`src/rtl/adc_seq_pkg.sv`:
```
package adc_seq_pkg;
  typedef enum logic [0:0] {SQ_IDLE = 1'b0, SQ_BUSY = 1'b1} sq_state_t;
endpackage

```
`src/rtl/adc_seq_ctrl.sv`:
```
module adc_seq_ctrl
  import adc_seq_pkg::*;
#(
  parameter int N_SLOTS = 8,
  parameter int REPEAT  = 4,
  parameter int SEL_W   = 2,
  localparam int SW     = $clog2(N_SLOTS)
) (
  input  logic             clk,
  input  logic             rst_n,
  input  logic             mc_tick,
  input  logic             en,
  input  logic             int_mode,
  input  logic             sel_mode,
  input  logic [SEL_W-1:0] sel_ch,
  input  logic             trig_n,
  input  logic             conv_done,
  output logic             conv_start,
  output logic [SW-1:0]    conv_ch,
  output logic [SW-1:0]    conv_cmp_ch,
  output logic             wr_en,
  output logic [SW-1:0]    wr_slot,
  output logic             cycle_end
);
  localparam logic [SW-1:0] LAST  = SW'(N_SLOTS - 1);
  localparam logic [SW-1:0] REP_L = SW'(REPEAT);

  sq_state_t        st;
  logic [SW-1:0]    slot;
  logic             start_q;
  logic [SW-1:0]    ch_q;
  logic             smode_q;
  logic [SEL_W-1:0] sch_q;
  logic             accept;
  logic             launch;

  function automatic logic [SW-1:0] chan_for(input logic [SW-1:0] s,
                                             input logic sm,
                                             input logic [SEL_W-1:0] sc);
    if (sm && (s < REP_L)) return SW'(sc);
    return s;
  endfunction

  // a done is taken only while a conversion is outstanding
  assign accept    = (st == SQ_BUSY) && !start_q && conv_done && en;
  assign launch    = en && (int_mode || (mc_tick && !trig_n));
  assign wr_en     = accept;
  assign wr_slot   = slot;
  assign cycle_end = accept && (slot == LAST);

  assign conv_start  = start_q;
  assign conv_ch     = ch_q;
  assign conv_cmp_ch = slot;

  always_ff @(posedge clk or negedge rst_n) begin
    if (!rst_n) begin
      st      <= SQ_IDLE;
      slot    <= '0;
      start_q <= 1'b0;
      ch_q    <= '0;
      smode_q <= 1'b0;
      sch_q   <= '0;
    end else begin
      start_q <= 1'b0;
      unique case (st)
        SQ_IDLE: begin
          if (launch) begin
            st      <= SQ_BUSY;
            slot    <= '0;
            smode_q <= sel_mode;
            sch_q   <= sel_ch;
            start_q <= 1'b1;
            ch_q    <= chan_for('0, sel_mode, sel_ch);
          end
        end
        SQ_BUSY: begin
          if (!en) begin
            st <= SQ_IDLE;
          end else if (accept) begin
            if (slot == LAST) begin
              st <= SQ_IDLE;
            end else begin
              slot    <= slot + 1'b1;
              start_q <= 1'b1;
              ch_q    <= chan_for(slot + 1'b1, smode_q, sch_q);
            end
          end
        end
        default: st <= SQ_IDLE;
      endcase
    end
  end

  a_r8_single_start: assert property (@(posedge clk) disable iff (!rst_n)
    conv_start |=> !conv_start);
  a_r8_idle_no_start: assert property (@(posedge clk) disable iff (!rst_n)
    (st == SQ_IDLE) |-> !conv_start);
  a_r7_abort_idle: assert property (@(posedge clk) disable iff (!rst_n)
    !en |=> (st == SQ_IDLE));
  a_r2_wait_done: assert property (@(posedge clk) disable iff (!rst_n)
    ((st == SQ_BUSY) && !conv_done) |=> $stable(slot));
endmodule

```
`src/rtl/adc_result_bank.sv`:
```
module adc_result_bank #(
  parameter int N_SLOTS = 8,
  parameter int RES_W   = 8,
  localparam int SW     = $clog2(N_SLOTS)
) (
  input  logic                     clk,
  input  logic                     rst_n,
  input  logic                     wr_en,
  input  logic [SW-1:0]            wr_slot,
  input  logic [RES_W-1:0]         code,
  input  logic                     above,
  output logic [N_SLOTS*RES_W-1:0] res_flat,
  output logic [N_SLOTS-1:0]       cmp_flags
);
  logic [RES_W-1:0] res_q  [N_SLOTS];
  logic             flag_q [N_SLOTS];

  for (genvar g = 0; g < N_SLOTS; g++) begin : g_slot
    always_ff @(posedge clk or negedge rst_n) begin
      if (!rst_n) begin
        res_q[g]  <= '0;
        flag_q[g] <= 1'b0;
      end else if (wr_en && (wr_slot == SW'(g))) begin
        res_q[g]  <= code;
        flag_q[g] <= above;
      end
    end
    assign res_flat[g*RES_W +: RES_W] = res_q[g];
    assign cmp_flags[g]               = flag_q[g];
  end

  a_r1_hold_unwritten: assert property (@(posedge clk) disable iff (!rst_n)
    !wr_en |=> ($stable(res_flat) && $stable(cmp_flags)));
endmodule

```
`src/rtl/adc_irq_unit.sv`:
```
module adc_irq_unit (
  input  logic clk,
  input  logic rst_n,
  input  logic set_i,
  input  logic clr_i,
  input  logic en,
  output logic flag,
  output logic req
);
  always_ff @(posedge clk or negedge rst_n) begin
    if (!rst_n)     flag <= 1'b0;
    else if (set_i) flag <= 1'b1;
    else if (clr_i) flag <= 1'b0;
  end

  assign req = flag && en;

  a_r9_set_wins: assert property (@(posedge clk) disable iff (!rst_n)
    set_i |=> flag);
  a_r9_sticky: assert property (@(posedge clk) disable iff (!rst_n)
    (flag && !clr_i) |=> flag);
endmodule

```
`src/rtl/adc_scan_seq.sv`:
```
module adc_scan_seq #(
  parameter int N_SLOTS = 8,
  parameter int RES_W   = 8,
  parameter int REPEAT  = 4,
  parameter int SEL_W   = 2,
  localparam int SW     = $clog2(N_SLOTS)
) (
  input  logic                     clk,
  input  logic                     rst_n,
  input  logic                     mc_tick,
  input  logic                     cfg_en,
  input  logic                     cfg_int_start,
  input  logic                     cfg_sel_mode,
  input  logic [SEL_W-1:0]         cfg_sel_ch,
  input  logic                     trig_n,
  output logic                     conv_start,
  output logic [SW-1:0]            conv_ch,
  output logic [SW-1:0]            conv_cmp_ch,
  input  logic                     conv_done,
  input  logic [RES_W-1:0]         conv_code,
  input  logic                     conv_above,
  output logic [N_SLOTS*RES_W-1:0] res_flat,
  output logic [N_SLOTS-1:0]       cmp_flags,
  input  logic                     irq_clr,
  output logic                     irq_flag,
  output logic                     irq_req
);
  logic          wr_en;
  logic [SW-1:0] wr_slot;
  logic          cycle_end;

  adc_seq_ctrl #(.N_SLOTS(N_SLOTS), .REPEAT(REPEAT), .SEL_W(SEL_W)) u_ctrl (
    .clk(clk), .rst_n(rst_n), .mc_tick(mc_tick), .en(cfg_en),
    .int_mode(cfg_int_start), .sel_mode(cfg_sel_mode), .sel_ch(cfg_sel_ch),
    .trig_n(trig_n), .conv_done(conv_done), .conv_start(conv_start),
    .conv_ch(conv_ch), .conv_cmp_ch(conv_cmp_ch), .wr_en(wr_en),
    .wr_slot(wr_slot), .cycle_end(cycle_end)
  );

  adc_result_bank #(.N_SLOTS(N_SLOTS), .RES_W(RES_W)) u_bank (
    .clk(clk), .rst_n(rst_n), .wr_en(wr_en), .wr_slot(wr_slot),
    .code(conv_code), .above(conv_above), .res_flat(res_flat),
    .cmp_flags(cmp_flags)
  );

  adc_irq_unit u_irq (
    .clk(clk), .rst_n(rst_n), .set_i(cycle_end), .clr_i(irq_clr),
    .en(cfg_en), .flag(irq_flag), .req(irq_req)
  );
endmodule

```
`config.mk`:
```
export PLATFORM = sky130hd
export DESIGN_NAME = adc_scan_seq
export DESIGN_NICKNAME = d
export VERILOG_FILES = /design/src/rtl/adc_seq_pkg.sv /design/src/rtl/adc_seq_ctrl.sv /design/src/rtl/adc_result_bank.sv /design/src/rtl/adc_irq_unit.sv /design/src/rtl/adc_scan_seq.sv
export SDC_FILE = /design/constraint.sdc
export NUM_CORES = 1
export LEC_CHECK = 0
export ABC_AREA = 1
export CORE_MARGIN = 2
export CORE_UTILIZATION = 35
export CTS_CLUSTER_SIZE = 10
export DETAILED_ROUTE_END_ITERATION = 8
export DONT_BUFFER_PORTS = 1
export HOLD_SLACK_MARGIN = 0.12
export PLACE_DENSITY = 0.46
export SLEW_MARGIN = 20
export SYNTH_ARGS = -nofsm -noshare
export SYNTH_HDL_FRONTEND = slang
export SYNTH_HIERARCHICAL = 1
export SYNTH_SLANG_ARGS = --single-unit
```
`constraint.sdc`:
```
create_clock -name clk -period 1.95 [get_ports clk]
set_clock_uncertainty 0.05 [all_clocks]
set_input_delay 0.195 -clock clk [delete_from_list [all_inputs] [get_ports clk]]
set_output_delay 0.195 -clock clk [all_outputs]
set_load 0.01 [all_outputs]
```
======== Word-level counts from Yosys, hierarchy flattened ========
Cells that the tools add are included.
storage, ports and cells
  bits in latches ......................... 0
  bits in registers ....................... 84
  memories ................................ 0
  ROM bits ................................ 0
  bits in writable memories ............... 0
  input bits .............................. 20
cells by class
  div/mod/pow operators ................... 0
  order comparisons ....................... 1
  muxes and demuxes ....................... 32
  shift-type cells ........................ 0
  reductions and logical operators ........ 22
  bitwise gates (word level) .............. 1
  multipliers ............................. 0
  eq/ne operators ......................... 11
  add/subtract/negate cells ............... 1
operators with widths
  kind                 count
  $mux 3               12
  $mux 1               16
  $logic_and 1x1->1    15
  $eq 3x3->1 const B   4
  $pmux 3 s2           2
  $eq 3x2->1 const B   2
  $ne 2x1->1 const B   2
  $ne 2x2->1 const B   2
  $pmux 1 s2           2
  $reduce_and 4->1     1
  $add 3x1->3 const B  1
  $eq 3x1->1 const B   1
  $logic_not 3->1      1
  $lt 3x3->1 const B   1
  $logic_not 1->1      2
  $reduce_and 2->1     1
  $reduce_bool 2->1    1
  $logic_or 1x1->1     1
  $not 1->1            1

======== Logic depth before layout (Yosys ltp) ========
Gate-level depths: netlist (run 1).
  depth after elaboration ................. 13
  gate-level depth with buffers ........... 10
  gate-level depth less buffers ........... 9

======== By module ========
The synthesis (run 1) kept the hierarchy.
modules (own cells, without submodules)
  module           cells each  area each (um2)  instances
  adc_result_bank  332         2906.5           1
  adc_seq_ctrl     77          620.6            1
  adc_irq_unit     7           47.5             1

======== Least setup slack after synthesis (run 1) ========
Ideal clock, no wire load.
  kind .................................... reg-to-reg
  start point ............................. reg u_ctrl.st
  end point ............................... reg u_bank.flag_q, in the netlist u_bank/cmp_flags[3]
  library setup time ...................... 0.117 ns
  arrival time ............................ 1.304 ns
  path slack .............................. 0.479 ns
  clock period less this slack ............ 1.471 ns
  data required time ...................... 1.783 ns
  cell stages (with the launch flop) ...... 11
  cell sequence ........................... dfrtp_1 -> nand2_2 -> clkinv_2 -> nand3_1 -> inv_1 -> inv_2 -> nor2_4 -> buf_4 -> nand2_2 -> nand2_1 -> nand2_1
on the way
  cells in the longest elaborated chain, start to end .. 4
RTL lines
  element                          RTL line               RTL
  from (decl)                      adc_seq_ctrl.sv:28     sq_state_t st;
  from (signal assigned)           adc_seq_ctrl.sv:57     st <= SQ_IDLE;
  from (signal assigned)           adc_seq_ctrl.sv:68     st <= SQ_BUSY;
  from (signal assigned)           adc_seq_ctrl.sv:78     st <= SQ_IDLE;
  $logic_and 1x1->1 (3 in series)  adc_seq_ctrl.sv:45     assign accept = (st == SQ_BUSY) && !start_q && conv_done && en;
  named net wr_en                  adc_scan_seq.sv:28     logic wr_en;
  $logic_and 1x1->1                adc_result_bank.sv:23  end else if (wr_en && (wr_slot == SW'(g))) begin
  to (signal, indexed assignment)  adc_result_bank.sv:25  flag_q[g] <= above;
  to (decl)                        adc_result_bank.sv:16  logic flag_q [N_SLOTS];
The timed path passes the listed nets, and every way through them passes these cells.
A chain may end at the register's enable or synchronous reset.

======== Final worst setup path (run 1) ========
  start point ............................. reg u_ctrl.st
  end point ............................... reg u_bank.res_q, in the netlist u_bank/res_flat[62]
on the way
  cells in the longest elaborated chain, start to end .. 4
RTL lines
  element                          RTL line               RTL
  $logic_and 1x1->1 (3 in series)  adc_seq_ctrl.sv:45
  named net wr_en                  adc_scan_seq.sv:28
  $logic_and 1x1->1                adc_result_bank.sv:23
  to (signal, indexed assignment)  adc_result_bank.sv:24  res_q[g] <= code;
  to (decl)                        adc_result_bank.sv:15  logic [RES_W-1:0] res_q [N_SLOTS];
The timed path passes the listed nets, and every way through them passes these cells.

==> impl_results.md, run 1 <==
* Outcome: finished with violations
* Failing checks: hold timing
* Syn Std Cell Area at 3570 um^2
* Post-Synth Simple-Gate Area at 34.1%
* Tot GR Track Use at 18.7%
* Metal2 WL at 4420 um
* Slew headroom at 61.4%
* NumNets Final at 455
* Max Used Layer: met4
* CTS tree: done
* DIE HEIGHT at 105 um
* DRT iter0 DRCs at 141
* Die area at 11,000 um^2
* Commonest non-fill, non-tap cell in the layout: nand2_1
* Die width at 105 um
* Mux cell area share after synthesis at 0%
* Mean Syn Cell Area at 8.59 um^2
* Leak at 0.00228 uW
* Main combinational cell family by area after synthesis: simple AND/OR/NAND/NOR gates
* Initial core utilization at 36.2%
* WHS at -526 ps
* Clock root buffer: clkbuf_8
* Level count of the clock H-tree at 3
* Vias in the first global route at 2,729
* PnR Total Power at 4480 uW
* Final number of setup-violating endpoints at 0
* I/O pin count at 101
* Layout cells sized above 1 at 11.6%
* Commonest cells after routing, fill and taps aside: nand2_1 (206), dfrtp_1 (84), nand3_1 (50)
* Met3 WL at 836 um
* CP arrival at 1980 ps
* Finished Layout Cells at 571
* Post-Synthesis Cells at 416
* Core area at 9860 um^2
* Grt ovf at 0
* Final worst-path cycle share at 88.9%
* Xor and xnor area share after synthesis at 0%
* FF+latch area at 2100 um^2
* Drt drc at 0
* Final hold vios at 84
* Worst-Skew Late Latency at 360 ps
* Setup CP Type: flip-flop to flip-flop
* Via density at 4.74
* Hold WC Path Type: primary input to async pin
* Yosys cell types at 21
* Met1 wire length at 4370 um
* CTS Buffer Depth at 2
* Post-synth net total at 438
* Post-synthesis compound-gate area fraction at 0.630%
* Startpoint Class: flip-flop
* First-pass GRT wire length at 15,800 um
* Worst-path clk slew at 80 ps
* Min Tclk post-route at 1730 ps
* Cell total after placement at 536
* Area Overhead vs Synth at 14.1%
* Critical Path RT at 2200 ps
* Worst Setup SP: u_ctrl/st
* Ant. Diodes at 0
* Total CTS buffers at 9
* Total wire length at 9730 um
* Filler cell count at 1,004
* Fmax at 0.577 GHz
* # port buffers at 0
* Max FO, Critical Path at 13
* Drt first pass iters at 4
* Multi-input gate area at 1270 um^2
* Via count at 2,704
* CTS Hold Bufs at 16
* Estimated wirelength of the detail-placed design at 6240 um
* Final core utilization at 41.4%
* Row cnt at 36
* Sequential area share after synthesis at 58.8%
* GP Congestion at 0.770
* TNS Setup at 0 ps
* Initial antenna violation count at 0
* Pins Over Slew Limit at 0
* Routed wire per std cell at 17.0 um
* Ys Warns at 6
* Synth Register Bits at 84
* Adder-Cell Fraction of Synth Area at 0.700%
* Crit path capture type: flip-flop
* Reg-to-Reg Start: u_ctrl/st
* DRT antenna net count at 0
* Largest net degree at the start of global routing at 85
* Pwr Density at 1100 nW/um^2
* Clk sinks at 84
* Least-Margin Pin Slew at 577 ps
* Maximum vdd drop at 0.000305 V
* RSZ-0062 raised after global routing: false
* Max-cap violations at 0
[final timing paths]
check,endpoint,slack [ps],depth (start not counted)
setup / recovery,u_bank/res_flat[62],220,9
min in group clk,u_ctrl/sch_q[0],270,3
hold / removal,u_ctrl/smode_q,-530,0
setup reg to reg,u_bank/res_flat[62],220,9
hold reg to reg,u_ctrl/sch_q[0],480,2
max in group asynchronous,u_bank/res_flat[25],2230,0
[per-stage QoR]
stage / hold slack (ps) / setup WS, ps / cell area, um^2
6_report: -526 / 216 / 4080
5_1_grt: -553 / 19.2 / 4080
4_1_cts: -546 / 150 / 4060
3_5_place_dp: -147 / 185 / 3680
3_3_place_gp: -147 / 219 / 3680
2_1_floorplan: -151 / 479 / 3570
[per-layer routing]
metal	GRT usage, %	up-vias
li1	-	1307
met1	25.6	1301
met2	27.3	87
met3	7.17	9
met4	6.10	0
met5	0	-
[repair_timing]
| item | 4_1_cts | 5_1_grt |
|---|---|---|
| gates resized for setup | 0 | 1 |
| endpoints found under the setup margin | 0 | 27 |
| buffers inserted | 0 | 3 |
| hold endpoints to repair | 168 | 84 |
[power breakdown]
part	internal, uW	total [uW]	switching [uW]
registers	2050	2410	368
clock network	751	1380	630
logic	244	681	437
[final cells by class]
| cell class | count | area share (%) |
|---|---|---|
| sequential | 84 | 51.5 |
| multi-input combinational | 289 | 31.1 |
| timing repair buffer | 27 | 5.95 |
| tap | 133 | 4.08 |
| clock buffer | 11 | 3.47 |
| inverter | 22 | 2.09 |
| clock inverter | 5 | 1.84 |
[kinds of logic after synthesis]
logic type	after synthesis
buffers and inverters	43
adders and majority gates	2
AOI/OAI and AO/OA	4
and+or+nand+nor	283
DFF	84
[cells in the mapped netlist]
master,count,area (um^2)
nand2_1,206,773
dfrtp_1,84,2100
nand3_1,50,250
inv_1,19,71.3
clkbuf_1,9,33.8
nand2_2,9,56.3
nor2_2,7,43.8
buf_4,6,45.0
nor2_1,5,18.8
nand2_4,4,45.0
buf_2,3,15.0
a21oi_1,2,10.0
buf_6,2,22.5
ha_1,2,25.0
inv_2,2,7.51
clkbuf_2,1,5.00
clkinv_2,1,5.00
nand4_4,1,21.3
nor2_4,1,11.3
o21ai_0,1,5.00
o21bai_1,1,7.51
[sequential cells by signal, indices dropped and copies added (netlist names)]
register,flops
u_bank/res_flat,64
u_bank/cmp_flags,8
u_ctrl/conv_ch,3
u_ctrl/conv_cmp_ch,3
u_ctrl/sch_q,2
u_ctrl/conv_start,1
u_ctrl/smode_q,1
u_ctrl/st,1
u_irq/flag,1
[critical path: stages, from the launching register on]
cell      delay, ps
dfrtp_1         470
nand2_2         110
clkinv_2         70
nand3_1          90
inv_1            80
nand2_2         130
clkinv_2        250
nand2_2         260
nand2_1          80
nand2_1          70
No activity file was read; power rests on OpenSTA's default activity.
==> run 2: changes to the inputs <==
--- a/config.mk
+++ b/config.mk
@@ -6,6 +6,7 @@
 export NUM_CORES = 1
 export LEC_CHECK = 0
 export ABC_AREA = 1
+export CORE_ASPECT_RATIO = 1.2
 export CORE_MARGIN = 2
 export CORE_UTILIZATION = 35
 export CTS_CLUSTER_SIZE = 10
==> run 2 against run 1 <==
Net effect: the run still ends with hold timing left; flip-flop and latch count unchanged; sequential share of layout area down 0.64 points; non-clock buffer count shrank 3.
==> impl_results.md, run 2 (synthesis results as in run 1) <==
* Tot GR Track Use at 17.8%
* Final worst-path cycle share at 86.5%
* WHS at -499 ps
* Failing checks: hold timing
* Drt first pass iters at 4
* RSZ-0062 raised after global routing: false
* Finished Layout Cells at 562
* Die width at 96.3 um
* Top delay family on crit path: buffers and inverters
* Estimated wirelength of the detail-placed design at 6250 um
* Max reg flops at 64
* Outcome: finished with violations
* CP arrival at 1860 ps
* Min Tclk post-route at 1690 ps
* Core area at 9960 um^2
* Int Power at 3280 uW
* NumNets Final at 452
* Area Overhead vs Synth at 15.6%
* TNS Setup at 0 ps
* Level count of the clock H-tree at 3
* Layout cells sized above 1 at 10.8%
* Total CTS buffers at 9
* Pins Over Slew Limit at 0
* Critical path's slowest cell: dlygate4sd3_1
* Vias in the first global route at 2,647
* Max FO, Critical Path at 13
* Reg power frac at 50.9%
* Worst-Skew Late Latency at 340 ps
* Clk sinks at 84
* Worst-path clk slew at 60 ps
* Initial core utilization at 35.9%
* Maximum vdd drop at 0.000494 V
* PnR Total Power at 4730 uW
* Grt ovf at 0
* GP Congestion at 0.732
* DRT antenna net count at 0
* Share of total power in the clock network at 34.9%
* Fmax at 0.593 GHz
* CTS tree: done
* Via count at 2,611
* Commonest non-fill, non-tap cell in the layout: nand2_1
* Die area at 11,000 um^2
* Via density at 4.65
* Commonest cells after routing, fill and taps aside: nand2_1 (206), dfrtp_1 (84), nand3_1 (50)
* Startpoint Class: primary input
* Area after DPL at 3680 um^2
* Final number of setup-violating endpoints at 0
* Crit path capture type: flip-flop
* CP Cell Sequence: dlygate4sd3_1 > nand2_2 > clkinv_2 > nand3_1 > inv_1 > nand2_2 > inv_2 > nand2_2 > nand2_1 > nand2_1
* Hold WC Path Type: primary input to async pin
* Least-Margin Pin Slew at 596 ps
* Crit-path max cell delay at 570 ps
* Setup bufs post-CTS at 0
* DIE HEIGHT at 115 um
* Max-cap violations at 0
* Largest net degree at the start of global routing at 85
* Leak at 0.00229 uW
* Total wire length at 9340 um
* Sw Pwr at 1450 uW
* I/O pin count at 101
* Drt drc at 0
* Buf+Inv Stages, Crit Path at 4
* CP most frequent cell: nand2_2
* Cell total after placement at 529
* Initial antenna violation count at 1
* Final Cell Area at 4130 um^2
* Logic pwr share at 14.2%
* Critical Path RT at 2120 ps
* DRT iter0 DRCs at 92
* Switching fraction of total power at 30.6%
* CTS Buffer Depth at 2
* CTS Hold Bufs at 16
* Post-cts resize count at 0
* Setup CP Type: primary input to flip-flop
* First-pass GRT wire length at 14,400 um
* # port buffers at 0
* Routed wire per std cell at 16.6 um
* Row cnt at 40
* Final hold vios at 84
* Slew headroom at 60.2%
* Pwr Density at 1140 nW/um^2
* Clock root buffer: clkbuf_16
==> run 2: cell types whose count changed in the layout (fill, tap and decap cells not counted), sizes merged <==
cell | before | now
buf | 11 | 8
clkinv | 5 | 4
inv | 20 | 21
bufinv | 2 | 1
clkinvlp | 0 | 1
diode | 0 | 1
==> run 2: final cells by class <==
cell class / count / area (um^2)
clock inverter: 5 / 52.6
antenna: 1 / 2.50
multi-input combinational: 289 / 1270
fill: 1011 / 5830
timing repair buffer: 24 / 233
sequential: 84 / 2100
tap: 126 / 158
inverter: 22 / 83.8
clock buffer: 11 / 233
==> run 2: worst paths after layout <==
| path | start | end | slack [ps] | cells past startpoint |
|---|---|---|---|---|
| max in group asynchronous | rst_n | u_ctrl/conv_cmp_ch[0] | 2230 | 0 |
| hold / removal | rst_n | u_bank/res_flat[57] | -500 | 0 |
| setup / recovery | cfg_en | u_bank/res_flat[41] | 260 | 10 |
| setup reg to reg | u_ctrl/conv_start | u_bank/res_flat[41] | 270 | 8 |
| min in group clk | trig_n | u_ctrl/sch_q[1] | 280 | 3 |
| hold reg to reg | u_ctrl/sch_q[1] | u_ctrl/sch_q[1] | 480 | 2 |
==> run 2: metrics by stage <==
stage | setup WS [ps] | util (%)
final | 263 | 41.5
after detailed placement | 263 | 37.0
after CTS | 246 | 41.5
after global routing | 66.3 | 41.5
after floorplan | 479 | -
after global placement | 279 | 37.0
==> run 2: worst register-to-register path, delay by kind of cell (launching register included) <==
family,cells,cell delay [ps]
buffers and inverters,3,520
AND/OR/NAND/NOR,5,580
flip-flops,1,410
==> run 2: metal layers <==
metal / global-route usage [%] / vias up / share of wire, %
li1: - / 1306 / -
met1: 21.3 / 1225 / 42
met2: 28.7 / 69 / 49
met3: 6.39 / 11 / 6.9
met4: 7.43 / 0 / 2.2
met5: 0 / - / 0
==> run 2: power by group through the flow <==
| stage | logic, uW | registers [uW] | clock network, uW |
|---|---|---|---|
| CTS | 682 | 2420 | 1710 |
| global placement | 603 | 2450 | 0 |
| floorplan | 513 | 2380 | 0 |
| detailed placement | 613 | 2450 | 0 |
| finish | 672 | 2400 | 1650 |
| global route | 776 | 2450 | 1770 |
